`config.mk`:
```
export PLATFORM = sky130hd
export DESIGN_NAME = fir_sa_top
export DESIGN_NICKNAME = d
export VERILOG_FILES = /design/src/rtl/fir_sa_pkg.sv /design/src/rtl/fir_sa_addsub.sv /design/src/rtl/fir_sa_delay.sv /design/src/rtl/fir_sa_tree.sv /design/src/rtl/fir_sa_sat.sv /design/src/rtl/fir_sa_top.sv
export SDC_FILE = /design/constraint.sdc
export NUM_CORES = 1
export LEC_CHECK = 0
export BUFFER_PORTS_ARGS = -buffer_cell sky130_fd_sc_hd__clkbuf_2
export CAP_MARGIN = 20
export CORE_MARGIN = 2
export CORE_UTILIZATION = 38
export CTS_CLUSTER_SIZE = 25
export DETAILED_ROUTE_END_ITERATION = 8
export PLACE_DENSITY_LB_ADDON = 0.08
export SETUP_SLACK_MARGIN = 0.3
export SLEW_MARGIN = 20
export SYNTH_ARGS = -nofsm -noshare
export SYNTH_HDL_FRONTEND = slang
export SYNTH_SLANG_ARGS = --single-unit
```
`constraint.sdc`:
```
create_clock -name clk_i -period 8.2 [get_ports clk_i]
set_input_delay 1.64 -clock clk_i [delete_from_list [all_inputs] [get_ports clk_i]]
set_output_delay 1.64 -clock clk_i [all_outputs]
set_load 0.005 [all_outputs]
```
`src/rtl/fir_sa_pkg.sv`:
```
`timescale 1ns/1ps
package fir_sa_pkg;
  localparam int DATA_W  = 16;
  localparam int FRAC_W  = 7;                  // coefficient fraction bits
  localparam int SUM_W   = DATA_W + 1;         // shared subexpression width
  localparam int ACC_W   = DATA_W + FRAC_W + 2;
  localparam int DEPTH   = 3;                  // delay line taps
  localparam int N_TERMS = 13;

  localparam int SRC_SHARED = 0;
  localparam int SRC_X0     = 1;
  localparam int SRC_X1     = 2;
  localparam int SRC_X2     = 3;
  localparam int SRC_X3     = 4;

  // shift-add decomposition of the fixed coefficient set
  localparam int TERM_SRC [N_TERMS] = '{
    SRC_SHARED, SRC_SHARED, SRC_SHARED, SRC_SHARED,
    SRC_X0, SRC_X2,
    SRC_X1, SRC_X1, SRC_X1, SRC_X1,
    SRC_X3, SRC_X3, SRC_X3};
  localparam int TERM_SHIFT [N_TERMS] = '{
    2, 3, 6, 7,
    4, 0,
    2, 4, 5, 6,
    2, 5, 6};
  localparam bit TERM_NEG [N_TERMS] = '{
    1'b0, 1'b0, 1'b0, 1'b0,
    1'b0, 1'b1,
    1'b0, 1'b0, 1'b0, 1'b0,
    1'b0, 1'b0, 1'b0};
endpackage

```
`src/rtl/fir_sa_addsub.sv`:
```
`timescale 1ns/1ps
module fir_sa_addsub #(
  parameter int W   = 8,
  parameter bit SUB = 1'b0
) (
  input  logic [W-1:0] a_i,
  input  logic [W-1:0] b_i,
  output logic [W-1:0] s_o
);
  // subtract = add inverted operand with carry-in one
  logic [W-1:0] b_eff;
  assign b_eff = SUB ? ~b_i : b_i;
  assign s_o   = a_i + b_eff + W'(SUB);
endmodule

```
`src/rtl/fir_sa_delay.sv`:
```
`timescale 1ns/1ps
module fir_sa_delay #(
  parameter int W     = 16,
  parameter int DEPTH = 3
) (
  input  logic                      clk_i,
  input  logic                      rst_ni,
  input  logic                      en_i,
  input  logic [W-1:0]              d_i,
  output logic [DEPTH-1:0][W-1:0]   tap_o
);
  for (genvar i = 0; i < DEPTH; i++) begin : g_stage
    logic [W-1:0] nxt;
    if (i == 0) begin : g_head
      assign nxt = d_i;
    end else begin : g_body
      assign nxt = tap_o[i-1];
    end
    always_ff @(posedge clk_i or negedge rst_ni) begin
      if (!rst_ni)   tap_o[i] <= '0;
      else if (en_i) tap_o[i] <= nxt;
    end
  end
endmodule

```
`src/rtl/fir_sa_tree.sv`:
```
`timescale 1ns/1ps
module fir_sa_tree
  import fir_sa_pkg::*;
(
  input  logic [DATA_W-1:0] x0_i,
  input  logic [DATA_W-1:0] x1_i,
  input  logic [DATA_W-1:0] x2_i,
  input  logic [DATA_W-1:0] x3_i,
  output logic [ACC_W-1:0]  acc_o
);
  // shared subexpression x[n] + x[n-2]
  logic [SUM_W-1:0] shared;
  fir_sa_addsub #(.W(SUM_W), .SUB(1'b0)) u_shared (
    .a_i ({x0_i[DATA_W-1], x0_i}),
    .b_i ({x2_i[DATA_W-1], x2_i}),
    .s_o (shared)
  );

  logic [ACC_W-1:0] sx0, sx1, sx2, sx3, ssh;
  assign sx0 = ACC_W'(signed'(x0_i));
  assign sx1 = ACC_W'(signed'(x1_i));
  assign sx2 = ACC_W'(signed'(x2_i));
  assign sx3 = ACC_W'(signed'(x3_i));
  assign ssh = ACC_W'(signed'(shared));

  logic [N_TERMS:0][ACC_W-1:0] part;
  assign part[0] = '0;

  for (genvar i = 0; i < N_TERMS; i++) begin : g_term
    logic [ACC_W-1:0] src;
    logic [ACC_W-1:0] term;
    if (TERM_SRC[i] == SRC_SHARED) begin : g_sh
      assign src = ssh;
    end else if (TERM_SRC[i] == SRC_X0) begin : g_x0
      assign src = sx0;
    end else if (TERM_SRC[i] == SRC_X1) begin : g_x1
      assign src = sx1;
    end else if (TERM_SRC[i] == SRC_X2) begin : g_x2
      assign src = sx2;
    end else begin : g_x3
      assign src = sx3;
    end
    // x >> k at full precision, aligned to 2^-FRAC_W scale
    assign term = src << (FRAC_W - TERM_SHIFT[i]);
    fir_sa_addsub #(.W(ACC_W), .SUB(TERM_NEG[i])) u_acc (
      .a_i (part[i]),
      .b_i (term),
      .s_o (part[i+1])
    );
  end

  assign acc_o = part[N_TERMS];
endmodule

```
`src/rtl/fir_sa_sat.sv`:
```
`timescale 1ns/1ps
module fir_sa_sat
  import fir_sa_pkg::*;
(
  input  logic [ACC_W-1:0]  acc_i,
  output logic [DATA_W-1:0] y_o
);
  localparam logic signed [ACC_W-1:0] POS_MAX = ACC_W'((2 ** (DATA_W - 1)) - 1);
  localparam logic signed [ACC_W-1:0] NEG_MIN = -ACC_W'(2 ** (DATA_W - 1));

  logic signed [ACC_W-1:0] scaled;
  assign scaled = signed'(acc_i) >>> FRAC_W;  // floor

  always_comb begin
    if (scaled > POS_MAX)      y_o = POS_MAX[DATA_W-1:0];
    else if (scaled < NEG_MIN) y_o = NEG_MIN[DATA_W-1:0];
    else                       y_o = scaled[DATA_W-1:0];
  end
endmodule

```
`src/rtl/fir_sa_top.sv`:
```
`timescale 1ns/1ps
module fir_sa_top
  import fir_sa_pkg::*;
(
  input  logic              clk_i,
  input  logic              rst_ni,
  input  logic              in_valid_i,
  input  logic [DATA_W-1:0] x_i,
  output logic              out_valid_o,
  output logic [DATA_W-1:0] y_o
);
  logic [DEPTH-1:0][DATA_W-1:0] dly;
  logic [ACC_W-1:0]             acc;
  logic [DATA_W-1:0]            y_sat;

  fir_sa_delay #(.W(DATA_W), .DEPTH(DEPTH)) u_delay (
    .clk_i  (clk_i),
    .rst_ni (rst_ni),
    .en_i   (in_valid_i),
    .d_i    (x_i),
    .tap_o  (dly)
  );

  fir_sa_tree u_tree (
    .x0_i  (x_i),
    .x1_i  (dly[0]),
    .x2_i  (dly[1]),
    .x3_i  (dly[2]),
    .acc_o (acc)
  );

  fir_sa_sat u_sat (
    .acc_i (acc),
    .y_o   (y_sat)
  );

  always_ff @(posedge clk_i or negedge rst_ni) begin
    if (!rst_ni) begin
      out_valid_o <= 1'b0;
      y_o         <= '0;
    end else begin
      out_valid_o <= in_valid_i;
      if (in_valid_i) y_o <= y_sat;
    end
  end
endmodule

```
== After elaboration in Yosys (flattened, before gate mapping) ==
Cells that the tools add are included.

* Add/subtract/negate cells: 14
* Multiply operators: 0
* Divide/modulo/power cells: 0
* $lt $le $gt $ge: 2
* Equality and inequality tests: 0
* Shift operators: 0
* Multiplexer cells: 2
* Bitwise gates (word level): 1
* Reductions and logical operators: 0

{| class="wikitable"
|+ Operators with widths
! cell !! number
|-
| 25-bit adder || 9
|-
| 16-bit 2-to-1 mux || 2
|-
| 24-bit by 17-bit adder with 25-bit output || 1
|-
| 25-bit by 1-bit adder with 25-bit output (second input constant) || 1
|-
| 25-bit NOT || 1
|-
| 23-bit by 18-bit adder with 24-bit output || 1
|-
| 22-bit by 21-bit adder with 23-bit output || 1
|-
| 18-bit by 16-bit > comparator with 1-bit output (second input constant) || 1
|-
| 18-bit by 16-bit < comparator with 1-bit output (second input constant) || 1
|-
| 16-bit by 16-bit adder with 17-bit output || 1
|}

* Register bits after elaboration: 65
* Latch bits: 0
* Memory bits (writable): 0
* Memory bits (read-only): 0
* Input bits: 19
* Output and inout port bits: 17
* Logic and storage cells: 24
* Memories kept: 0

== Depth between registers and ports, before layout ==
Gate-level depths: netlist of the first run.

* Depth in word-level cells: 17
* Depth in mapped cells: 33
* Depth with buffers taken out: 32

== By module ==
From an unflattened synthesis of the first run, not the netlist that was laid out.

* Cell total of the unflattened synthesis: 2696
* Area, all modules: 20846.2 sq um

{| class="wikitable"
|+ By module, submodules not included
! module !! instances !! cells an instance !! area an instance (sq um) !! seq. area each (sq um)
|-
| fir_sa_addsub at u_tree.g_term[11].u_acc ... || 6 || 184 || 1330.0 || 0.0
|-
| fir_sa_addsub at u_tree.g_term[0].u_acc ... || 2 || 184 || 1315.0 || 0.0
|-
| fir_sa_addsub at u_tree.g_term[8].u_acc ... || 2 || 181 || 1315.0 || 0.0
|-
| fir_sa_addsub at u_tree.g_term[6].u_acc ... || 2 || 178 || 1266.2 || 0.0
|-
| fir_sa_delay || 1 || 101 || 1860.5 || 1201.2
|-
| fir_sa_addsub at u_tree.g_term[5].u_acc || 1 || 208 || 1381.3 || 0.0
|-
| fir_sa_addsub at u_tree.u_shared || 1 || 107 || 827.0 || 0.0
|-
| fir_sa_top || 1 || 35 || 674.4 || 425.4
|-
| fir_sa_sat || 1 || 54 || 326.6 || 0.0
|-
| fir_sa_tree || 1 || 1 || 3.8 || 0.0
|}

== Worst setup path before layout of the first run ==
Ideal clock, no wire load.

* Path type: input to register
* Start: input x_i[0]
* End: register y_o[10]
* Library setup time: 66 ps
* Arrival time: 8902 ps
* Required time: 8134 ps
* Setup slack: -768 ps
* Cell stages on the path: 32
* Path buffers: 1
* Cell sequence: ha_1 -> inv_1 -> fa_1 -> nor2b_1 -> o21ai_0 -> a21oi_1 -> o21ai_0 -> nand2b_1 -> xor2_1 -> inv_1 -> fa_1 -> inv_1 -> fa_1 -> fa_1 -> inv_1 -> fa_1 -> inv_1 -> fa_1 -> inv_1 -> fa_1 -> inv_1 -> fa_1 -> a211oi_2 -> o211ai_1 -> a221o_1 -> a2111oi_4 -> mux2i_1 -> o221a_4 -> nand2_1 -> nor2_1 -> buf_2 -> a221o_1

* Word-level cells in the longest chain between the ends: 17
* Elaborated cells between the ends (all ways): 18
* Those cells by class: add/sub (14); order compare (2); mux (2)

{| class="wikitable"
|+ Ends and longest elaborated chain
! what !! line !! text
|-
| from (decl) || fir_sa_top.sv:8 || <nowiki>input logic [DATA_W-1:0] x_i,</nowiki>
|-
| 16-bit by 16-bit adder with 17-bit output || fir_sa_addsub.sv:13 || <nowiki>assign s_o = a_i + b_eff + W'(SUB);</nowiki>
|-
| 22-bit by 21-bit adder with 23-bit output || fir_sa_addsub.sv:13 ||
|-
| 23-bit by 18-bit adder with 24-bit output || fir_sa_addsub.sv:13 ||
|-
| 24-bit by 17-bit adder with 25-bit output || fir_sa_addsub.sv:13 ||
|-
| 25-bit adder (*) (2 in a row) || fir_sa_addsub.sv:13 ||
|-
| 25-bit by 1-bit adder with 25-bit output (*) || fir_sa_addsub.sv:13 ||
|-
| 25-bit adder (*) (7 in a row) || fir_sa_addsub.sv:13 ||
|-
| 18-bit by 16-bit < comparator with 1-bit output || fir_sa_sat.sv:16 || <nowiki>else if (scaled < NEG_MIN) y_o = NEG_MIN[DATA_W-1:0];</nowiki>
|-
| 16-bit 2-to-1 mux || fir_sa_sat.sv:16 ||
|-
| 16-bit 2-to-1 mux (*) || fir_sa_sat.sv:15 || <nowiki>if (scaled > POS_MAX) y_o = POS_MAX[DATA_W-1:0];</nowiki>
|-
| to (signal assigned) || fir_sa_top.sv:43 || <nowiki>if (in_valid_i) y_o <= y_sat;</nowiki>
|-
| to (decl) || fir_sa_top.sv:10 || <nowiki>output logic [DATA_W-1:0] y_o</nowiki>
|}

Every way passes the cells marked *; elsewhere a longest branch is shown, timed or not.
A chain may end at the register's enable or synchronous reset.

== Worst setup path in the final report of the first run ==
* Start: input x_i[0]
* End: register y_o[9]

Same word-level chain as after synthesis.

==> results of run 1 <==
==> registers in the layout, summed over array words and instances (netlist names) <==
name / cells
out_valid_o: 1
u_delay.g_stage.nxt: 32
u_delay.tap_o: 16
y_o: 16
==> final timing paths <==
check,start,end,cells past startpoint
worst max-delay path,x_i[0],y_o[9],33
worst min-delay path,y_o[15],y_o[15],1
worst max register to register,u_delay.g_stage[2].nxt[0],y_o[9],32
worst min register to register,y_o[15],y_o[15],1
max in group asynchronous,rst_ni,u_delay.g_stage[2].nxt[14],2
min in group asynchronous,rst_ni,y_o[0],2
==> cell usage after synthesis (2+ instances only) <==
| master | n | area share |
|---|---|---|
| inv_1 | 209 | 0.090 |
| fa_1 | 166 | 0.38 |
| ha_1 | 78 | 0.11 |
| dfrtp_1 | 65 | 0.19 |
| nand2_1 | 36 | 0.015 |
| o21ai_0 | 36 | 0.021 |
| a21oi_1 | 30 | 0.017 |
| mux2_2 | 24 | 0.031 |
| xnor2_1 | 20 | 0.020 |
| xor2_1 | 18 | 0.018 |
| a21o_1 | 16 | 0.014 |
| a221o_1 | 15 | 0.017 |
| nor2_1 | 13 | 0.0056 |
| clkbuf_1 | 9 | 0.0039 |
| nand3_1 | 7 | 0.0040 |
| nand2b_1 | 6 | 0.0043 |
| and3_1 | 5 | 0.0036 |
| o21a_1 | 5 | 0.0043 |
| nor2b_1 | 4 | 0.0029 |
| or2_2 | 4 | 0.0029 |
| a31oi_1 | 3 | 0.0022 |
| nor3_1 | 3 | 0.0017 |
| a2111oi_0 | 2 | 0.0020 |
| o211ai_1 | 2 | 0.0017 |
==> routing by layer <==
| metal | vias up | routed length (um) | part of all wire |
|---|---|---|---|
| met5 | - | 0 | 0 |
| met4 | 0 | 388 | 0.019 |
| met3 | 25 | 360 | 0.018 |
| met2 | 49 | 11300 | 0.57 |
| met1 | 3061 | 7900 | 0.40 |
| li1 | 2827 | - | - |
==> metrics by stage <==
stage	TNS, ns	hold slack (ns)
finish	-2.74	0.509
global route	-7.76	0.522
CTS	-2.66	0.493
detailed placement	-11.99	0.479
global placement	-10.19	0.465
floorplan	-1.38	0.474
==> final cells by class <==
type | count | area, sq um
Clock buffer | 10 | 239
Clock inverter | 6 | 90.1
Fill cell | 2185 | 11900
Inverter | 210 | 788
Multi-Input combinational cell | 521 | 6490
Sequential cell | 65 | 1630
Tap cell | 285 | 357
Timing Repair Buffer | 146 | 1060
==> placed cells by master (no fill, tap or decap), drive strengths merged, types with 15 or more instances in the layout <==
cell type	instances
clkbuf	44
a21oi	31
ha	78
xor2	18
a21o	16
buf	112
dfrtp	65
inv	210
a221o	15
nand2	36
mux2	24
fa	166
xnor2	20
o21ai	37
==> worst max-delay path: cells and delay by family <==
family          cells  cell delay, ns
buf+inv             9            0.63
simple gates        3            0.32
mux                 1            0.13
compound gates     10            2.09
fa+ha+maj           9            3.61
xor+xnor            1            0.17
==> logic make-up after synthesis <==
logic type                 count (synthesis)
AOI/OAI and AO/OA                        127
adders and majority gates                244
DFF                                       65
and+or+nand+nor                           86
buffers and inverters                    222
xor gates and xnor gates                  39
muxes                                     25
==> what timing repair did <==
item,in CTS,in global routing
setup endpoints to repair,16,16
buffers inserted,6,1
resized for setup,25,7
hold buffers,0,0
pin swaps,17,5
endpoints found under the hold margin,0,0
gates cloned,0,1
==> qor.csv, run 1 <==
metric,value,unit
"EDFF count, synth",0,
Setup CP Type,input port to register,
Mean Syn Cell Area,10.8,sq um
GR Layer Usage met1,0.206,
met3 Track Usage GR,0.0228,
largest family of logic cells by synthesized area,adder cells,
met2 Use GR,0.328,
remaining antenna violation count,0,
CP max stage cell,fa_1,
port bufs,35,
HPWL after detailed placement,17.1,mm
final instance area,0.0107,sq mm
gr usage total,0.175,
drt via density,4.80,
Synth async-reset ratio,1.00,
Post-route DRC,0,
Critical Path End Type,register,
Tightest Pin Transition,0.858,ns
Synth Area in XOR/XNOR,0.0408,
multiplexer share of the synthesized area,0.0321,
initial antenna violation count,0,
Total Routed Length,19.9,mm
Clock Skews,0.0125,ns
maxcap violations,0,
r2r setup slk,0.68,ns
dpl ws,-0.780,ns
period utilization,1.03,
worst skew pair latency,0.35,ns
Starting Density,0.386,
CTS tree,yes,
final worst setup slack,-0.206,ns
global route overflow,0,
core area,0.0226,sq mm
status,"finished, violations left",
Slew HR,0.428,
first-pass GRT wire length,32.5,mm
clock root buffer master,clkbuf_16,
violated checks,negative setup slack,
utilization after layout,0.472,
CP Data Arrival Time,8.62,ns
final net count,1216,
CTS H-tree depth,3,
crit path max fanout,7,
Clock Path Buffers,2,
worst path required time,8.42,ns
share of cells above drive strength 1,0.246,
Final setup violation count,16,
Mapped Cells,808,
"Reg clk slew, reported paths",0.05,ns
Synth Net Count,1071,
DIE HEIGHT,155,um
Final Wtd Congestion,0.818,
dpl cells,1219,
RSZ-0062 raised after global routing,true,
Ant. Diodes,0,
Ys Warns,0,
placed inst area,0.0101,sq mm
adder-cell share of the synthesized area,0.493,
"slowest stage delay, CP",0.52,ns
Seq cells post-synth,65,
clk sinks,65,
Initial DRC Count,225,
final hold violations,0,
"most used cell, CP",fa_1,
router iterations before antenna repair,4,
clock period minus worst slack,8.41,ns
Unique masters post-synth,56,
area delta synth->final,22.2,%
number of global-route vias before repair,6522,
Die Wd,155,um
total CTS buffers,9,
I/O Pins,36,
Synth Area in Simple Gates,0.0478,
final cell count without fillers,1243,
Post-Syn Area,0.00872,sq mm
hold crit path type,register to register,
largest net degree at the start of global routing,77,
Compound-Gate Fraction of Synth Area,0.103,
Die ar.,0.0242,sq mm
Main synth FF type,dfrtp_1,
Fmax,0.119,GHz
"Seq/Total Area, Yosys",0.187,
grt peak-use layer,met2,
Final Max Tran Viols,0,
# rows,55,
drt wl/cell,16.0,um
vias,5962,
crit start category,input port,
Power of run 1 is not shown: default switching activity piles up to over one toggle a cycle in this logic, so the estimate is an artifact.
==> run 2: changes to the inputs <==
Settings changed: ABC_AREA from default to 1, CELL_PAD_IN_SITES_DETAIL_PLACEMENT from default to 1, CELL_PAD_IN_SITES_GLOBAL_PLACEMENT from default to 1, SKIP_LAST_GASP from default to 1.
==> run 2 against run 1 <==
Effect of this change: the flow now finishes without violations; core utilization shrank 2.5 points; synthesized cell count grew 25%; global-route usage grew 2.1 points; via count grew 9.6%; clock-buffer cell count is the same.
==> qor.csv, run 2 <==
metric,value,unit,change
status,"finished, final reports clean",,
Clock Skews,0.00839,ns,-0.00408 ns
Ant. Diodes,0,,unchanged
Unique masters post-synth,38,,-32%
Mapped Cells,1010,,+25%
clk sinks,65,,unchanged
share of cells above drive strength 1,0.144,,-0.102
Clock Path Buffers,2,,unchanged
Die Wd,159,um,+2.2%
top-count cell post-synth,inv_1,,
largest family of logic cells by synthesized area,adder cells,,
Synth area leaders,"fa_1 36%, dfrtp_1 18%, inv_1 11%",,
Starting Density,0.387,,+0.00107
Setup CP Type,input port to register,,
Synth Area in Simple Gates,0.128,,+0.0804
Final Wtd Congestion,0.839,,+2.6%
Min Hold Slack,0.516,ns,+0.00671 ns
final cell count without fillers,1402,,+13%
RSZ-0062 raised after global routing,false,,
CTS tree,yes,,
Post-synth top cells,"262 x inv_1, 204 x nand2_1, 166 x fa_1",,
total CTS buffers,9,,unchanged
Total Routed Length,23.5,mm,+18%
cell taking the most area after synthesis,fa_1,,
crit path max fanout,7,,unchanged
crit start category,input port,,
HP Start,u_delay.g_stage[2].nxt[5],,
Tightest Pin Transition,0.898,ns,+0.0402 ns
global route overflow,0,,unchanged
"commonest cells after routing, fill and taps aside","259 x inv_1, 199 x nand2_1, 163 x fa_1",,
Die ar.,0.0253,sq mm,+4.5%
multiplexer share of the synthesized area,0,,-0.0321
worst path required time,8.43,ns,about the same
Mean Syn Cell Area,9.03,sq um,-16%
Synth async-reset ratio,1.00,,unchanged
# rows,56,,+1.8%
I/O Pins,36,,unchanged
Seq cells post-synth,65,,unchanged
final hold violations,0,,unchanged
"EDFF count, synth",0,,unchanged
FF-to-FF Start,u_delay.g_stage[2].nxt[0],,
router iterations before antenna repair,6,,+2
TNS Setup,0,ns,+2.74 ns
max reg flops,32,,unchanged
clock root buffer master,clkbuf_16,,
top cell type's share of synthesized area,0.364,,-0.0167
Critical Path End Type,register,,
drt wl/cell,16.8,um,+4.9%
"most used cell, CP",fa_1,,
area delta synth->final,15.5,%,
"slowest stage delay, CP",0.57,ns,+0.05 ns
Initial DRC Count,188,,-16%
remaining antenna violation count,0,,unchanged
hold crit path type,register to register,,
CP max stage cell,fa_1,,
utilization after layout,0.448,,-0.0246
"Seq/Total Area, Yosys",0.178,,-0.00819
Ys Warns,0,,unchanged
Synth Net Count,1273,,+19%
Post-Syn Area,0.00912,sq mm,+4.6%
Post-route DRC,0,,unchanged
DIE HEIGHT,159,um,+2.2%
clock period minus worst slack,7.58,ns,-0.826 ns
Main synth FF type,dfrtp_1,,
core area,0.0235,sq mm,+4.3%
CP Data Arrival Time,7.81,ns,-0.81 ns
Crit. Startpoint,x_i[8],,
r2r setup slk,1.58,ns,+0.90 ns
port bufs,35,,unchanged
Compound-Gate Fraction of Synth Area,0.0709,,-0.0322
CTS H-tree depth,3,,unchanged
cts hold-fix bufs,0,,unchanged
maxcap violations,0,,unchanged
HPWL after detailed placement,20.1,mm,+17%
"Reg clk slew, reported paths",0.06,ns,about the same
Slew HR,0.401,,-0.0268
"commonest non-fill, non-tap cell in the layout",inv_1,,
initial antenna violation count,0,,unchanged
first-pass GRT wire length,38.7,mm,+19%
Final setup violation count,0,,-16
number of global-route vias before repair,7426,,+14%
drt via density,4.66,,-2.8%
adder-cell share of the synthesized area,0.471,,-0.0216
worst skew pair latency,0.35,ns,about the same
Final Max Tran Viols,0,,unchanged
gr usage total,0.196,,+0.0213
largest net degree at the start of global routing,66,,-14%
period utilization,0.924,,-0.101
final net count,1341,,+10%
vias,6535,,+9.6%
Fmax,0.132,GHz,+11%
Synth Area in XOR/XNOR,0.0333,,-0.00741
dpl cells,1383,,+13%
-- run 2: cell count changes after synthesis, sizes merged, moves of 12 or more --
cell	delta
inv	+54
a21oi	+18
a221o	-15
mux2	-24
nand2	+177
nor2	+21
a21o	-12
-- run 2: cells by family after synthesis --
kind of cell | Yosys count
AND/OR/NAND/NOR | 279
flip-flops | 65
AO/OA/AOI/OAI | 110
adder cells (fa/ha/maj) | 244
XOR/XNOR | 33
buffers and inverters | 279
-- run 2: worst max-delay path, delay by kind of cell --
| kind | cells | cell delay, ns |
|---|---|---|
| xor gates and xnor gates | 1 | 0.22 |
| and+or+nand+nor | 8 | 0.93 |
| buffers and inverters | 4 | 0.49 |
| adders and majority gates | 8 | 3.47 |
| AOI/OAI and AO/OA | 6 | 1.06 |
-- run 2: worst paths after layout --
check | endpoint | depth (start not counted)
worst max-delay path | y_o[11] | 27
worst min-delay path | u_delay.tap_o[37] | 2
worst max register to register | y_o[11] | 33
worst min register to register | u_delay.tap_o[37] | 2
max in group asynchronous | u_delay.tap_o[45] | 1
min in group asynchronous | y_o[3] | 1
-- run 2: metrics by stage --
step                worst slack [ns]  cell area [sq um]
finish                         0.620              10500
global route                   0.269              10500
CTS                            0.305              10300
detailed placement           -0.0325               9880
global placement               0.115               9880
floorplan                      0.496               9120
-- run 2: layer usage --
layer / up-vias / track usage / wire length [um]
met3: 24 / 0.0193 / 329
met4: 0 / 0.0562 / 376
met1: 3322 / 0.242 / 9910
li1: 3136 / - / -
met2: 53 / 0.364 / 12900
met5: - / 0 / 0
-- run 2: final cells by class --
class	instances	area, sq um
inverters	264	991
clock inverters	6	115
flip-flops and latches	65	1630
repair buffers	72	485
multi-input cells	666	6680
clock buffers	10	239
well taps	319	399
fillers	2789	13000
-- run 2: timing repair --
item,CTS,global route
pin swaps,2,17
gates cloned,0,1
endpoints found under the setup margin,5,16
resized for setup,2,44
setup buffers,0,2
Power of run 2 is left out for the same reason.
==> run 3: changes to the inputs <==
--- a/config.mk
+++ b/config.mk
@@ -10,4 +10,2 @@
 export CAP_MARGIN = 20
-export CELL_PAD_IN_SITES_DETAIL_PLACEMENT = 1
-export CELL_PAD_IN_SITES_GLOBAL_PLACEMENT = 1
 export CORE_MARGIN = 2
==> constraint.sdc (replaced) <==
create_clock -name clk_i -period 7.64 [get_ports clk_i]
set_input_delay 1.528 -clock clk_i [delete_from_list [all_inputs] [get_ports clk_i]]
set_output_delay 1.528 -clock clk_i [all_outputs]
set_load 0.1 [all_outputs]
==> run 3 against run 2 <==
Effect of this change: routed wire length shrank 4.8%; sequential share of layout area fell by 1.2 points; final cell count increased by 5.2%; cell area grew 8.3%; non-clock buffer count rose by 72; die area is the same; first-iteration DRC count grew 20%; critical path type unchanged.
==> qor.csv, run 3 (synthesized netlist as in run 2, its figures left out) <==
metric,value,unit,change
status,"finished, final reports clean",,
Clock Path Buffers,2,,unchanged
HPWL after detailed placement,18.6,mm,-7.2%
FF-to-FF Start,u_delay.g_stage[2].nxt[0],,
Total Routed Length,22.4,mm,-4.8%
RSZ-0062 raised after global routing,true,,
"commonest non-fill, non-tap cell in the layout",inv_1,,
port bufs,35,,unchanged
capturing point of the worst reg2reg path,y_o[7],,
Final Max Tran Viols,0,,unchanged
drt via density,4.53,,-2.8%
clock root buffer master,clkbuf_16,,
gr usage total,0.194,,-0.00165
I/O Pins,36,,unchanged
Initial DRC Count,225,,+20%
TNS Setup,0,ns,unchanged
Die ar.,0.0253,sq mm,unchanged
remaining antenna violation count,0,,unchanged
Slew HR,0.416,,+0.0149
r2r setup slk,1.09,ns,-0.49 ns
Die Wd,159,um,unchanged
Tightest Pin Transition,0.876,ns,-0.0223 ns
first-pass GRT wire length,38.0,mm,-1.6%
vias,6684,,+2.3%
Setup CP Type,input port to register,,
max reg flops,32,,unchanged
r2r worst-path depth,33,,unchanged
initial antenna violation count,0,,unchanged
Final Wtd Congestion,0.827,,-1.4%
clock period minus worst slack,7.31,ns,
CTS H-tree depth,3,,unchanged
cts hold-fix bufs,0,,unchanged
CP Data Arrival Time,7.54,ns,-0.27 ns
"slowest stage delay, CP",0.57,ns,about the same
# rows,56,,unchanged
final net count,1414,,+5.4%
Critical Path End Type,register,,
Crit path max-delay family,adder cells,,
Fmax,0.137,GHz,
share of cells above drive strength 1,0.241,,+0.0973
clk sinks,65,,unchanged
worst skew pair latency,0.36,ns,about the same
total CTS buffers,9,,unchanged
CP max stage cell,fa_1,,
drt wl/cell,15.2,um,-9.6%
"commonest cells after routing, fill and taps aside","253 x inv_1, 182 x nand2_1, 161 x fa_1",,
Clock Skews,0.0162,ns,+0.00781 ns
largest net degree at the start of global routing,66,,unchanged
hold path cells,2,,unchanged
Hold Path End,y_o[0],,
HP Start,y_o[0],,
hold crit path type,register to register,,
Ant. Diodes,0,,unchanged
crit path max fanout,7,,unchanged
crit start category,input port,,
worst path required time,7.87,ns,-0.56 ns
"Reg clk slew, reported paths",0.06,ns,about the same
router iterations before antenna repair,4,,-2
Starting Density,0.387,,unchanged
Post-route DRC,0,,unchanged
maxcap violations,0,,unchanged
utilization after layout,0.485,,+0.0371
number of global-route vias before repair,7283,,-1.9%
area delta synth->final,25.1,%,
period utilization,0.957,,
Final setup violation count,0,,unchanged
final hold violations,0,,unchanged
CP bufs+invs,7,,+3
DIE HEIGHT,159,um,unchanged
core area,0.0235,sq mm,unchanged
CTS tree,yes,,
global route overflow,0,,unchanged
-- run 3: worst max path at each step --
stage / end / start / cells after the start
4_1_cts: y_o[10] / x_i[0] / 35
3_5_place_dp: y_o[1] / x_i[0] / 32
6_report: y_o[7] / x_i[0] / 34
3_3_place_gp: y_o[2] / x_i[0] / 32
5_1_grt: y_o[7] / x_i[0] / 36
2_1_floorplan: y_o[10] / x_i[0] / 33
-- run 3: repair_timing --
action,in CTS,in global routing
setup buffers,5,12
setup endpoints to repair,15,16
pin swaps,12,49
resized for setup,14,89
cloned,1,1
-- run 3: area by class of cell --
type / instances / area (sq um)
multi-input cells: 667 / 7050
well taps: 319 / 399
fillers: 2311 / 12100
repair buffers: 144 / 1060
flip-flops and latches: 65 / 1630
inverters: 264 / 993
clock buffers: 9 / 225
clock inverters: 7 / 53.8
-- run 3: stage by stage --
step,instances,hold WS [ns],worst slack (ns),instance area (sq um)
after global routing,1475,0.527,0.0829,11400
after floorplan,1010,0.475,0.302,9260
after CTS,1462,0.495,0.303,10800
after global placement,1440,0.476,-0.152,10400
final,1475,0.495,0.331,11400
after detailed placement,1440,0.479,-0.210,10400
-- run 3: layer usage --
metal,share of wire,vias to the layer above,GRT usage,wire length (um)
li1,-,3281,-,-
met1,0.43,3322,0.244,9740
met2,0.53,63,0.355,11900
met3,0.021,18,0.0269,461
met4,0.015,0,0.0467,330
met5,0,-,0,0
-- run 3: tightest hold or removal path: cells and delay by family, from the launching register on --
kind	cells	cell delay, ns
compound gates	1	0.06
simple gates	1	0.05
flops	1	0.35
Power of run 3 is left out for the same reason.
